File: config.mk
export PLATFORM = sky130hd
export DESIGN_NAME = sar_conv_seq
export DESIGN_NICKNAME = d
export VERILOG_FILES = /design/src/rtl/sar_conv_pkg.sv /design/src/rtl/sar_tick_gen.sv /design/src/rtl/sar_approx_reg.sv /design/src/rtl/sar_phase_ctl.sv /design/src/rtl/sar_conv_seq.sv
export SDC_FILE = /design/constraint.sdc
export NUM_CORES = 1
export LEC_CHECK = 0
export ABC_AREA = 1
export BUFFER_PORTS_ARGS = -buffer_cell sky130_fd_sc_hd__buf_2
export CORE_UTILIZATION = 32
export CTS_CLUSTER_DIAMETER = 60
export CTS_CLUSTER_SIZE = 30
export DETAILED_ROUTE_END_ITERATION = 7
export PLACE_DENSITY_LB_ADDON = 0.15
export SYNTH_ARGS = -nofsm -noshare
export SYNTH_HDL_FRONTEND = slang
export SYNTH_HIERARCHICAL = 1
export SYNTH_SLANG_ARGS = --single-unit
File: constraint.sdc
create_clock -name clk -period 3.2 [get_ports clk]
set_clock_uncertainty 0.1 [all_clocks]
set_input_delay 0.48 -clock clk [delete_from_list [all_inputs] [get_ports clk]]
set_output_delay 0.48 -clock clk [all_outputs]
set_load 0.01 [all_outputs]
File: src/rtl/sar_conv_pkg.sv
package sar_conv_pkg;

   typedef enum logic [2:0] {
      PH_IDLE   = 3'd0,
      PH_WAKE   = 3'd1,
      PH_SAMP   = 3'd2,
      PH_APPROX = 3'd3,
      PH_CAL    = 3'd4
   } phase_e;

   // resolution codes on the mode field [1:0]
   localparam logic [1:0] RES_MID  = 2'b00;
   localparam logic [1:0] RES_FULL = 2'b01;
   localparam logic [1:0] RES_LOW  = 2'b10;
   localparam logic [1:0] RES_BAD  = 2'b11;

   // number of forced-zero low bits for a resolution code
   function automatic int unsigned drop_bits(input logic [1:0] rc);
      case (rc)
         RES_MID: return 2;
         RES_LOW: return 4;
         default: return 0;
      endcase
   endfunction

endpackage

File: src/rtl/sar_tick_gen.sv
module sar_tick_gen #(
   parameter int DIV_W = 8,
   parameter int MULT  = 4
) (
   input  logic             clk,
   input  logic             rst_n,
   input  logic             load,
   input  logic             run,
   input  logic [DIV_W-1:0] div_in,
   output logic             tick
);
   localparam int MUL_SH = (MULT > 1) ? $clog2(MULT) : 0;
   localparam int CNT_W  = DIV_W + MUL_SH + 1;

   generate
      if (MULT < 1) begin : g_bad_mult
         $error("sar_tick_gen: MULT must be at least 1");
      end
   endgenerate

   logic [CNT_W-1:0] period_calc;
   logic [CNT_W-1:0] span_q;
   logic [CNT_W-1:0] cnt_q;

   generate
      if ((1 << MUL_SH) == MULT) begin : g_pow2
         assign period_calc = CNT_W'((CNT_W'(div_in) + CNT_W'(1)) << MUL_SH);
      end else begin : g_mult
         assign period_calc = CNT_W'((CNT_W'(div_in) + CNT_W'(1)) * CNT_W'(MULT));
      end
   endgenerate

   always_ff @(posedge clk) begin
      if (!rst_n) begin
         span_q <= '0;
         cnt_q  <= '0;
      end else if (load) begin
         span_q <= period_calc - CNT_W'(1);
         cnt_q  <= period_calc - CNT_W'(1);
      end else if (run) begin
         cnt_q <= (cnt_q == '0) ? span_q : cnt_q - CNT_W'(1);
      end
   end

   assign tick = run && (cnt_q == '0);

endmodule

File: src/rtl/sar_approx_reg.sv
module sar_approx_reg
   import sar_conv_pkg::*;
#(
   parameter int RES_W = 12
) (
   input  logic             clk,
   input  logic             rst_n,
   input  logic             clr,
   input  logic             step,
   input  logic             cmp_ge,
   input  logic [1:0]       res_code,
   output logic [RES_W-1:0] trial,
   output logic [RES_W-1:0] code_now,
   output logic [RES_W-1:0] code_next,
   output logic             last_bit
);
   logic [RES_W-1:0] sar_q;
   logic [RES_W-1:0] ptr_q;
   logic [RES_W-1:0] lsb_sel;

   always_comb begin
      lsb_sel = RES_W'(1) << drop_bits(res_code);
   end

   // one decision flop per result bit
   generate
      for (genvar i = 0; i < RES_W; i++) begin : g_bit
         always_ff @(posedge clk) begin
            if (!rst_n || clr) begin
               sar_q[i] <= 1'b0;
            end else if (step && ptr_q[i] && cmp_ge) begin
               sar_q[i] <= 1'b1;
            end
         end
      end
   endgenerate

   always_ff @(posedge clk) begin
      if (!rst_n) begin
         ptr_q <= '0;
      end else if (clr) begin
         ptr_q <= RES_W'(1) << (RES_W - 1);
      end else if (step) begin
         ptr_q <= ptr_q >> 1;
      end
   end

   assign trial     = sar_q | ptr_q;
   assign code_now  = sar_q;
   assign code_next = cmp_ge ? (sar_q | ptr_q) : sar_q;
   assign last_bit  = |(ptr_q & lsb_sel);

endmodule

File: src/rtl/sar_phase_ctl.sv
module sar_phase_ctl
   import sar_conv_pkg::*;
#(
   parameter int SLEN_W  = 8,
   parameter int CAL_CYC = 2
) (
   input  logic              clk,
   input  logic              rst_n,
   input  logic              accept,
   input  logic              wake_req,
   input  logic              tick,
   input  logic [SLEN_W-1:0] slen,
   input  logic              cal_en,
   input  logic              last_bit,
   output phase_e            phase,
   output logic              approx_clr,
   output logic              approx_step,
   output logic              finish
);
   localparam int  CCNT_W  = (CAL_CYC > 1) ? $clog2(CAL_CYC) : 1;
   localparam bit  HAS_CAL = (CAL_CYC > 0);

   phase_e              phase_q;
   logic [SLEN_W:0]     scnt_q;
   logic [CCNT_W-1:0]   ccnt_q;
   logic [SLEN_W:0]     samp_end;
   logic                last_step;
   logic                to_cal;
   logic                cal_done;

   assign samp_end    = (SLEN_W+1)'(slen) + (SLEN_W+1)'(1);
   assign approx_clr  = tick && (phase_q == PH_SAMP) && (scnt_q == samp_end);
   assign approx_step = tick && (phase_q == PH_APPROX);
   assign last_step   = approx_step && last_bit;
   assign to_cal      = last_step && cal_en && HAS_CAL;
   assign cal_done    = tick && (phase_q == PH_CAL) && (ccnt_q == CCNT_W'(CAL_CYC - 1));
   assign finish      = (last_step && !to_cal) || cal_done;
   assign phase       = phase_q;

   always_ff @(posedge clk) begin
      if (!rst_n) begin
         phase_q <= PH_IDLE;
         scnt_q  <= '0;
         ccnt_q  <= '0;
      end else begin
         case (phase_q)
            PH_IDLE: if (accept) begin
               phase_q <= wake_req ? PH_WAKE : PH_SAMP;
               scnt_q  <= '0;
            end
            PH_WAKE: if (tick) begin
               phase_q <= PH_SAMP;
               scnt_q  <= '0;
            end
            PH_SAMP: if (tick) begin
               if (scnt_q == samp_end) phase_q <= PH_APPROX;
               else                    scnt_q  <= scnt_q + 1'b1;
            end
            PH_APPROX: if (last_step) begin
               phase_q <= to_cal ? PH_CAL : PH_IDLE;
               ccnt_q  <= '0;
            end
            PH_CAL: if (tick) begin
               if (cal_done) phase_q <= PH_IDLE;
               else          ccnt_q  <= ccnt_q + 1'b1;
            end
            default: phase_q <= PH_IDLE;
         endcase
      end
   end

endmodule

File: src/rtl/sar_conv_seq.sv
module sar_conv_seq
   import sar_conv_pkg::*;
#(
   parameter int RES_W    = 12,
   parameter int DIV_W    = 8,
   parameter int SLEN_W   = 8,
   parameter int CLK_MULT = 4,
   parameter int CAL_CYC  = 2
) (
   input  logic              clk,
   input  logic              rst_n,
   input  logic              conv_req,
   input  logic [3:0]        cfg_mode,
   input  logic [DIV_W-1:0]  div_sel,
   input  logic [SLEN_W-1:0] samp_len,
   input  logic              cmp_ge,
   output logic [RES_W-1:0]  dac_trial,
   output logic              conv_busy,
   output logic              samp_active,
   output logic              cal_active,
   output logic              res_valid,
   output logic              pwr_off,
   output logic [RES_W-1:0]  res_data
);
   generate
      if (RES_W < 5) begin : g_bad_res
         $error("sar_conv_seq: RES_W must exceed the 4 dropped bits of the low mode");
      end
      if (DIV_W < 1 || SLEN_W < 1) begin : g_bad_w
         $error("sar_conv_seq: divider and sample widths must be positive");
      end
   endgenerate

   phase_e            phase;
   logic [3:0]        mode_q;
   logic [SLEN_W-1:0] slen_q;
   logic              pd_q;
   logic              dv_q;
   logic [RES_W-1:0]  res_q;

   logic              accept;
   logic              tick;
   logic              approx_clr;
   logic              approx_step;
   logic              finish;
   logic              last_bit;
   logic [RES_W-1:0]  trial;
   logic [RES_W-1:0]  code_now;
   logic [RES_W-1:0]  code_next;

   assign accept = conv_req && (phase == PH_IDLE) && (cfg_mode[1:0] != RES_BAD);

   always_ff @(posedge clk) begin
      if (!rst_n) begin
         mode_q <= '0;
         slen_q <= '0;
         pd_q   <= 1'b1;
         dv_q   <= 1'b0;
         res_q  <= '0;
      end else begin
         dv_q <= finish;
         if (accept) begin
            mode_q <= cfg_mode;
            slen_q <= samp_len;
            pd_q   <= 1'b0;
         end else if (finish) begin
            pd_q   <= ~mode_q[2];
         end
         if (finish) begin
            res_q <= (phase == PH_APPROX) ? code_next : code_now;
         end
      end
   end

   sar_tick_gen #(
      .DIV_W (DIV_W),
      .MULT  (CLK_MULT)
   ) u_tick (
      .clk    (clk),
      .rst_n  (rst_n),
      .load   (accept),
      .run    (phase != PH_IDLE),
      .div_in (div_sel),
      .tick   (tick)
   );

   sar_phase_ctl #(
      .SLEN_W  (SLEN_W),
      .CAL_CYC (CAL_CYC)
   ) u_ctl (
      .clk         (clk),
      .rst_n       (rst_n),
      .accept      (accept),
      .wake_req    (pd_q),
      .tick        (tick),
      .slen        (slen_q),
      .cal_en      (~mode_q[3]),
      .last_bit    (last_bit),
      .phase       (phase),
      .approx_clr  (approx_clr),
      .approx_step (approx_step),
      .finish      (finish)
   );

   sar_approx_reg #(
      .RES_W (RES_W)
   ) u_sar (
      .clk       (clk),
      .rst_n     (rst_n),
      .clr       (approx_clr),
      .step      (approx_step),
      .cmp_ge    (cmp_ge),
      .res_code  (mode_q[1:0]),
      .trial     (trial),
      .code_now  (code_now),
      .code_next (code_next),
      .last_bit  (last_bit)
   );

   assign dac_trial   = (phase == PH_APPROX) ? trial : '0;
   assign conv_busy   = (phase != PH_IDLE);
   assign samp_active = (phase == PH_SAMP);
   assign cal_active  = (phase == PH_CAL);
   assign res_valid   = dv_q;
   assign pwr_off     = pd_q;
   assign res_data    = res_q;

endmodule

* Word-level counts from Yosys, hierarchy flattened
Cells that the tools add are included.
** Word-level totals
- Output and inout port bits :: 29
- Latch bits :: 0
- Logic and storage cells :: 135
- Input bits :: 24
- Bits in writable memories :: 0
- Flip-flop bits (word level) :: 85
- ROM bits :: 0
- Memories kept :: 0
** Cells by class
- Reductions and logical operators :: 53
- Equal/unequal tests :: 16
- Magnitude comparators :: 0
- $mul :: 0
- Mux-type cells :: 30
- Add/subtract/negate cells :: 6
- Div/mod/pow operators :: 0
- Bitwise operators :: 5
- Shift operators :: 1
** Operator list (count)
- $mux W12 :: 5
- $mux W9 :: 4
- $logic_and A1 B1 Y1 :: 35
- $mux W11 :: 3
- $pmux W9 S3 :: 1
- $mux W3 :: 8
- $sub A11 B1 Y11 const B :: 2
- $add A8 B1 Y9 const B :: 2
- $pmux W3 S5 :: 1
- $and A12 B12 Y12 :: 1
- $ne A2 B1 Y1 const B :: 6
- $or A12 B12 Y12 :: 1
- $reduce_or A12 Y1 :: 1
- $shl A1 B3 Y12 const A :: 1
- $logic_not A11 Y1 :: 1
- $add A9 B1 Y9 const B :: 1
- $eq A9 B9 Y1 :: 1
- $ne A2 B2 Y1 const B :: 4
- $reduce_bool A2 Y1 :: 4
- $reduce_and A7 Y1 :: 1
- $eq A3 B2 Y1 const B :: 2
- $pmux W3 S2 :: 1
- $reduce_bool A3 Y1 :: 2
- $mux W1 :: 5
- other kinds (14) :: 18

* Depth between registers and ports, before layout
- Depth after elaboration :: 12
- Mapped depth :: 17
- Mapped depth without buffers :: 16

* Cells and area by module
The synthesis kept the hierarchy.
** Modules (own cells, without submodules)
- sar_tick_gen :: area an instance 1532.7 um^2, cells each 233, instances 1, seq. area each 420.4 um^2
- sar_conv_seq :: area an instance 1398.8 um^2, cells each 225, instances 1, seq. area each 520.5 um^2
- sar_phase_ctl :: area an instance 1206.2 um^2, cells each 206, instances 1, seq. area each 260.2 um^2
- sar_approx_reg :: area an instance 1186.1 um^2, cells each 174, instances 1, seq. area each 480.5 um^2

* Worst setup path before layout
No wires, ideal clock.
- Path type :: reg-to-reg
- From :: register u_tick.cnt_q[0]
- To :: register res_q[0], in the netlist res_data[0]
- Setup slack :: 0.631 ns
- Cell stages (with the launch flop) :: 17
- Path buffers :: 3
- Arrival :: 2.360 ns
- Period minus slack after synthesis :: 2.569 ns
- Cells stage by stage :: dfxtp_1 > clkinv_1 > ha_1 > nand2_2 > nor2_4 > nand2_2 > buf_6 > nor2_1 > inv_1 > nor2_2 > nand2_1 > o32ai_1 > buf_2 > buf_1 > nand3_1 > nand2_1 > inv_1
** Between the ends
- Longest elaborated chain between the ends :: 8
- Elaborated cells between the ends (all ways) :: 10
- Those cells by class :: 10 x reduce/logical
** Ends and longest elaborated chain
- from (decl) :: RTL line sar_tick_gen.sv:23 : logic [CNT_W-1:0] cnt_q;
- from (signal assigned) :: RTL line sar_tick_gen.sv:39 : cnt_q <= period_calc - CNT_W'(1);
- from (signal assigned) :: RTL line sar_tick_gen.sv:41 : cnt_q <= (cnt_q == '0) ? span_q : cnt_q - CNT_W'(1);
- $logic_not A11 Y1 * :: RTL line sar_tick_gen.sv:45 : assign tick = run && (cnt_q == '0);
- $logic_and A1 B1 Y1 * :: RTL line sar_tick_gen.sv:45
- net tick :: RTL line sar_conv_seq.sv:42 : logic tick;
- $logic_and A1 B1 Y1 * :: RTL line sar_phase_ctl.sv:33 : assign approx_step = tick && (phase_q == PH_APPROX);
- net approx_step :: RTL line sar_conv_seq.sv:44 : logic approx_step;
- $logic_and A1 B1 Y1 * :: RTL line sar_phase_ctl.sv:34 : assign last_step = approx_step && last_bit;
- $logic_and A1 B1 Y1 :: RTL line sar_phase_ctl.sv:35 : assign to_cal = last_step && cal_en && HAS_CAL;
- $logic_not A1 Y1 :: RTL line sar_phase_ctl.sv:37 : assign finish = (last_step && !to_cal) || cal_done;
- $logic_and A1 B1 Y1 * :: RTL line sar_phase_ctl.sv:37
- $logic_or A1 B1 Y1 * :: RTL line sar_phase_ctl.sv:37
- net finish :: RTL line sar_conv_seq.sv:45 : logic finish;
- to (signal assigned) :: RTL line sar_conv_seq.sv:70 : res_q <= (phase == PH_APPROX) ? code_next : code_now;
- to (decl) :: RTL line sar_conv_seq.sv:39 : logic [RES_W-1:0] res_q;
The timed path passes the listed nets; every way through them passes the cells marked *.
A chain may end at the register's enable or synchronous reset.

* Worst setup path after layout
- From :: register u_tick.cnt_q[0]
- To :: register res_q[3], in the netlist res_data[3]
The elaborated chain is that of the path after synthesis.

==> qor.csv <==
stage;metric;value;unit
status;outcome;completed;
grt;overall global routing resource usage;0.1711;
finish;multi-input logic area;2918;um^2
hold_path;Worst Hold Class;input port to register;
die;standard-cell row count;46;
place;dpl hpwl;9818;um
die;width of the chip;131.0;um
critical_path;required time at the endpoint of the critical path;3350;ps
die;Die H;131.0;um
sta;Max Slew Vio Count;0;
run;Maximum Capacitance Violations;0;
finish;share of final-layout standard cells stronger than drive strength 1;0.1676;
clock_tree;largest buffer count on any clock path;2;
finish;final standard cell area without fillers;5957;um^2
die;number of top-level pins;53;
grt;total overflow reported by the global router;0;
finish;non-filler instance count after layout;1099;
finish;most common library cell in the layout ignoring fill and taps;nand2_1;
clock_tree;sink count of the clock tree;84;
place;Placement Cell Area;5685;um^2
finish;layout overhead on the synthesized area;11.89;%
routing;DR vias;4906;
synthesis;proportion of netlist area held by the largest area contributor;0.3159;
finish;net count reported at finish;906;
die;Core Region;16060;um^2
synthesis;Yosys cell types;41;
clock_tree;setup repair bufs after CTS;0;
power;Overall Power;3727;uW
sta;final worst path period share;0.8186;
routing;Pre-antenna DRT Iters;4;
critical_path;startpoint types;register;
clock_tree;Clk Tree Root Cell;clkbuf_16;
routing;drt initial violations;344;
grt;number of antenna violations at the first check in global routing;0;
place;input/output buffers;52;
power;Pwr Density;625.7;nW/um^2
synthesis;nets in the synthesized netlist;866;
synthesis;post-synth top area cell;dfxtp_1;
synthesis;Warnings, synthesis;6;
routing;sum of routed wire length over all layers;13200;um
clock_tree;clock transition at the registers of the reported paths;60;ps
clock_tree;quantity of gates resized following cts;0;
clock_tree;latest clock arrival within the worst-skew pair;340;ps
grt;global-route wire length before repair;22830;um
synthesis;cell area after synthesis;5324;um^2
synthesis;number of flip-flops and latches in the synthesized netlist;84;
sta;RSZ-0062 raised after global routing;false;
sta;final hold violations;0;
die;full die area;17160;um^2
finish;filler cell count;1784;
routing;routed via count divided by cell count;4.464;
finish;most frequent cells in the layout;nand2_1 (232), nor2_1 (118), inv_1 (117), dfxtp_1 (84), nand3_1 (54);
sta;crit path setup slack, layout;580.4;ps
grt;pin count of the biggest net entering global routing;27;
critical_path;largest fanout of any net on the critical path;26;
sta;sum of negative setup slack;0;ps
power;worst vdd ir;0.2752;mV
place;Final GP Congestion;0.7971;
critical_path;type of destination of the critical path;register;
critical_path;register-to-register setup slack;580;ps
routing;post-route ant nets;0;
sta;Tmin final;2620;ps
clock_tree;number of levels the H-tree was split into;3;
synthesis;per-instance average area after synthesis;6.353;um^2
die;Initial Utilization;0.3315;
critical_path;critical path start-end classification;register to register;
clock_tree;CTS tree;yes;
place;Placed Cells;1083;
synthesis;sequential-to-total area share from yosys stat;0.3159;
clock_tree;hold_buf cts;0;
finish;area used by sequential logic in the layout;1682;um^2
power;static power due to leakage;0.002676;uW
place;minimum setup slack after placement;575.5;ps
sta;highest clock rate;0.3817;GHz
synthesis;post-synthesis cell count;838;
sta;endpoints failing setup;0;
routing;average routed wire per standard cell;12.01;um
sta;Rel. slew slack;0.5151;
finish;Antenna Diode Count;0;
critical_path;worst endpoint data arrival time;2770;ps
grt;number of global-route vias before repair;4593;
sta;worst slew pin tran;724.7;ps
synthesis;top post-synthesis cells by area;dfxtp_1 (32%), nand2_1 (16%), nor2_1 (8.3%);
clock_tree;number of CTS-inserted buffers;9;
routing;remaining routing DRC violations;0;
-- Yosys cell counts --
library cell and n:
inv_1 117, dfxtp_1 84, nor2_8 2, clkinv_1 1, nand3_1 54, nand2_2 15, a31oi_1 2, buf_2 10
a221oi_1 2, nor3_4 1, a21boi_0 1, nor2_2 11, buf_6 12, o21ai_1 12, o21ai_0 21, a21oi_2 13
xnor2_1 4, ha_1 4, xor2_2 1, o32ai_1 1, a21oi_1 42, dlygate4sd1_1 1, o2111ai_1 1, o21bai_1 1
nand2_4 3, clkbuf_8 2, nor2_1 118, nor3_1 2, nand3_2 5, inv_2 12, xor2_1 8, o31ai_1 1
nand4_4 1, clkbuf_1 3, nor2_4 7, nand4_1 24, nand3b_1 2, or2_2 1, nand2_1 232, buf_4 2
buf_1 2
-- logic make-up after synthesis --
logic type,synth area share
adders and majority gates,0.009401
buffers and inverters,0.1396
DFF,0.3159
and+or+nand+nor,0.4073
AOI/OAI and AO/OA,0.1051
xor gates and xnor gates,0.02280
-- worst max-delay path: stages, from the launching register on --
cell and delay [ps]:
dfxtp_1 300, clkinv_1 130, ha_1 250, nand2_2 110, nor2_4 130, nand2_2 180, nor2_1 170, inv_1 150
nor2_2 140, nand2_1 140, o32ai_4 140, buf_4 330, nand3_1 150, nand2_1 70, inv_1 30
-- layout make-up --
type	count	area share
Multi-Input combinational cell	592	0.4898
Sequential cell	84	0.2823
Inverter	130	0.08192
Timing Repair Buffer	61	0.05503
Tap cell	216	0.04537
Clock buffer	12	0.04138
Clock inverter	4	0.004201
-- per-layer routing --
| metal | track usage | wire (um) | vias to the layer above |
|---|---|---|---|
| met3 | 0.03257 | 327 | 10 |
| met2 | 0.2505 | 5469 | 46 |
| met4 | 0.05274 | 151 | 0 |
| li1 | - | - | 2690 |
| met1 | 0.2508 | 7255 | 2160 |
| met5 | 0 | 0 | - |
-- flip-flops by register name, indices dropped and copies added (netlist names) --
signal / cells
res_data: 12
u_sar/code_now: 12
u_sar/ptr_q: 12
u_tick/cnt_q: 11
u_tick/span_q: 10
u_ctl/scnt_q: 9
slen_q: 8
mode_q: 4
u_ctl/phase: 3
pwr_off: 1
res_valid: 1
u_ctl/ccnt_q: 1
-- where the power goes --
part	switching (uW)	internal (uW)
combinational	922	488
sequential	153	1190
clock	424	545
total	1500	2230
-- through the flow --
step	hold WS, ps	utilization
2_1_floorplan	329.4	-
3_3_place_gp	347.0	0.3541
3_5_place_dp	357.1	0.3541
4_1_cts	295.4	0.3710
5_1_grt	320.4	0.3710
6_report	308.9	0.3710
-- final timing paths --
kind         cells after the start                           from                             to
max                             14   u_tick/cnt_q[0]$_SDFFE_PN0P_       res_data[3]$_SDFFE_PN0P_
min                              3                    cfg_mode[0]         mode_q[0]$_SDFFE_PN0P_
max reg2reg                     14   u_tick/cnt_q[0]$_SDFFE_PN0P_       res_data[3]$_SDFFE_PN0P_
min reg2reg                      2  u_tick/span_q[8]$_SDFFE_PN0P_  u_tick/span_q[8]$_SDFFE_PN0P_
No activity file was read; power rests on OpenSTA's default activity.
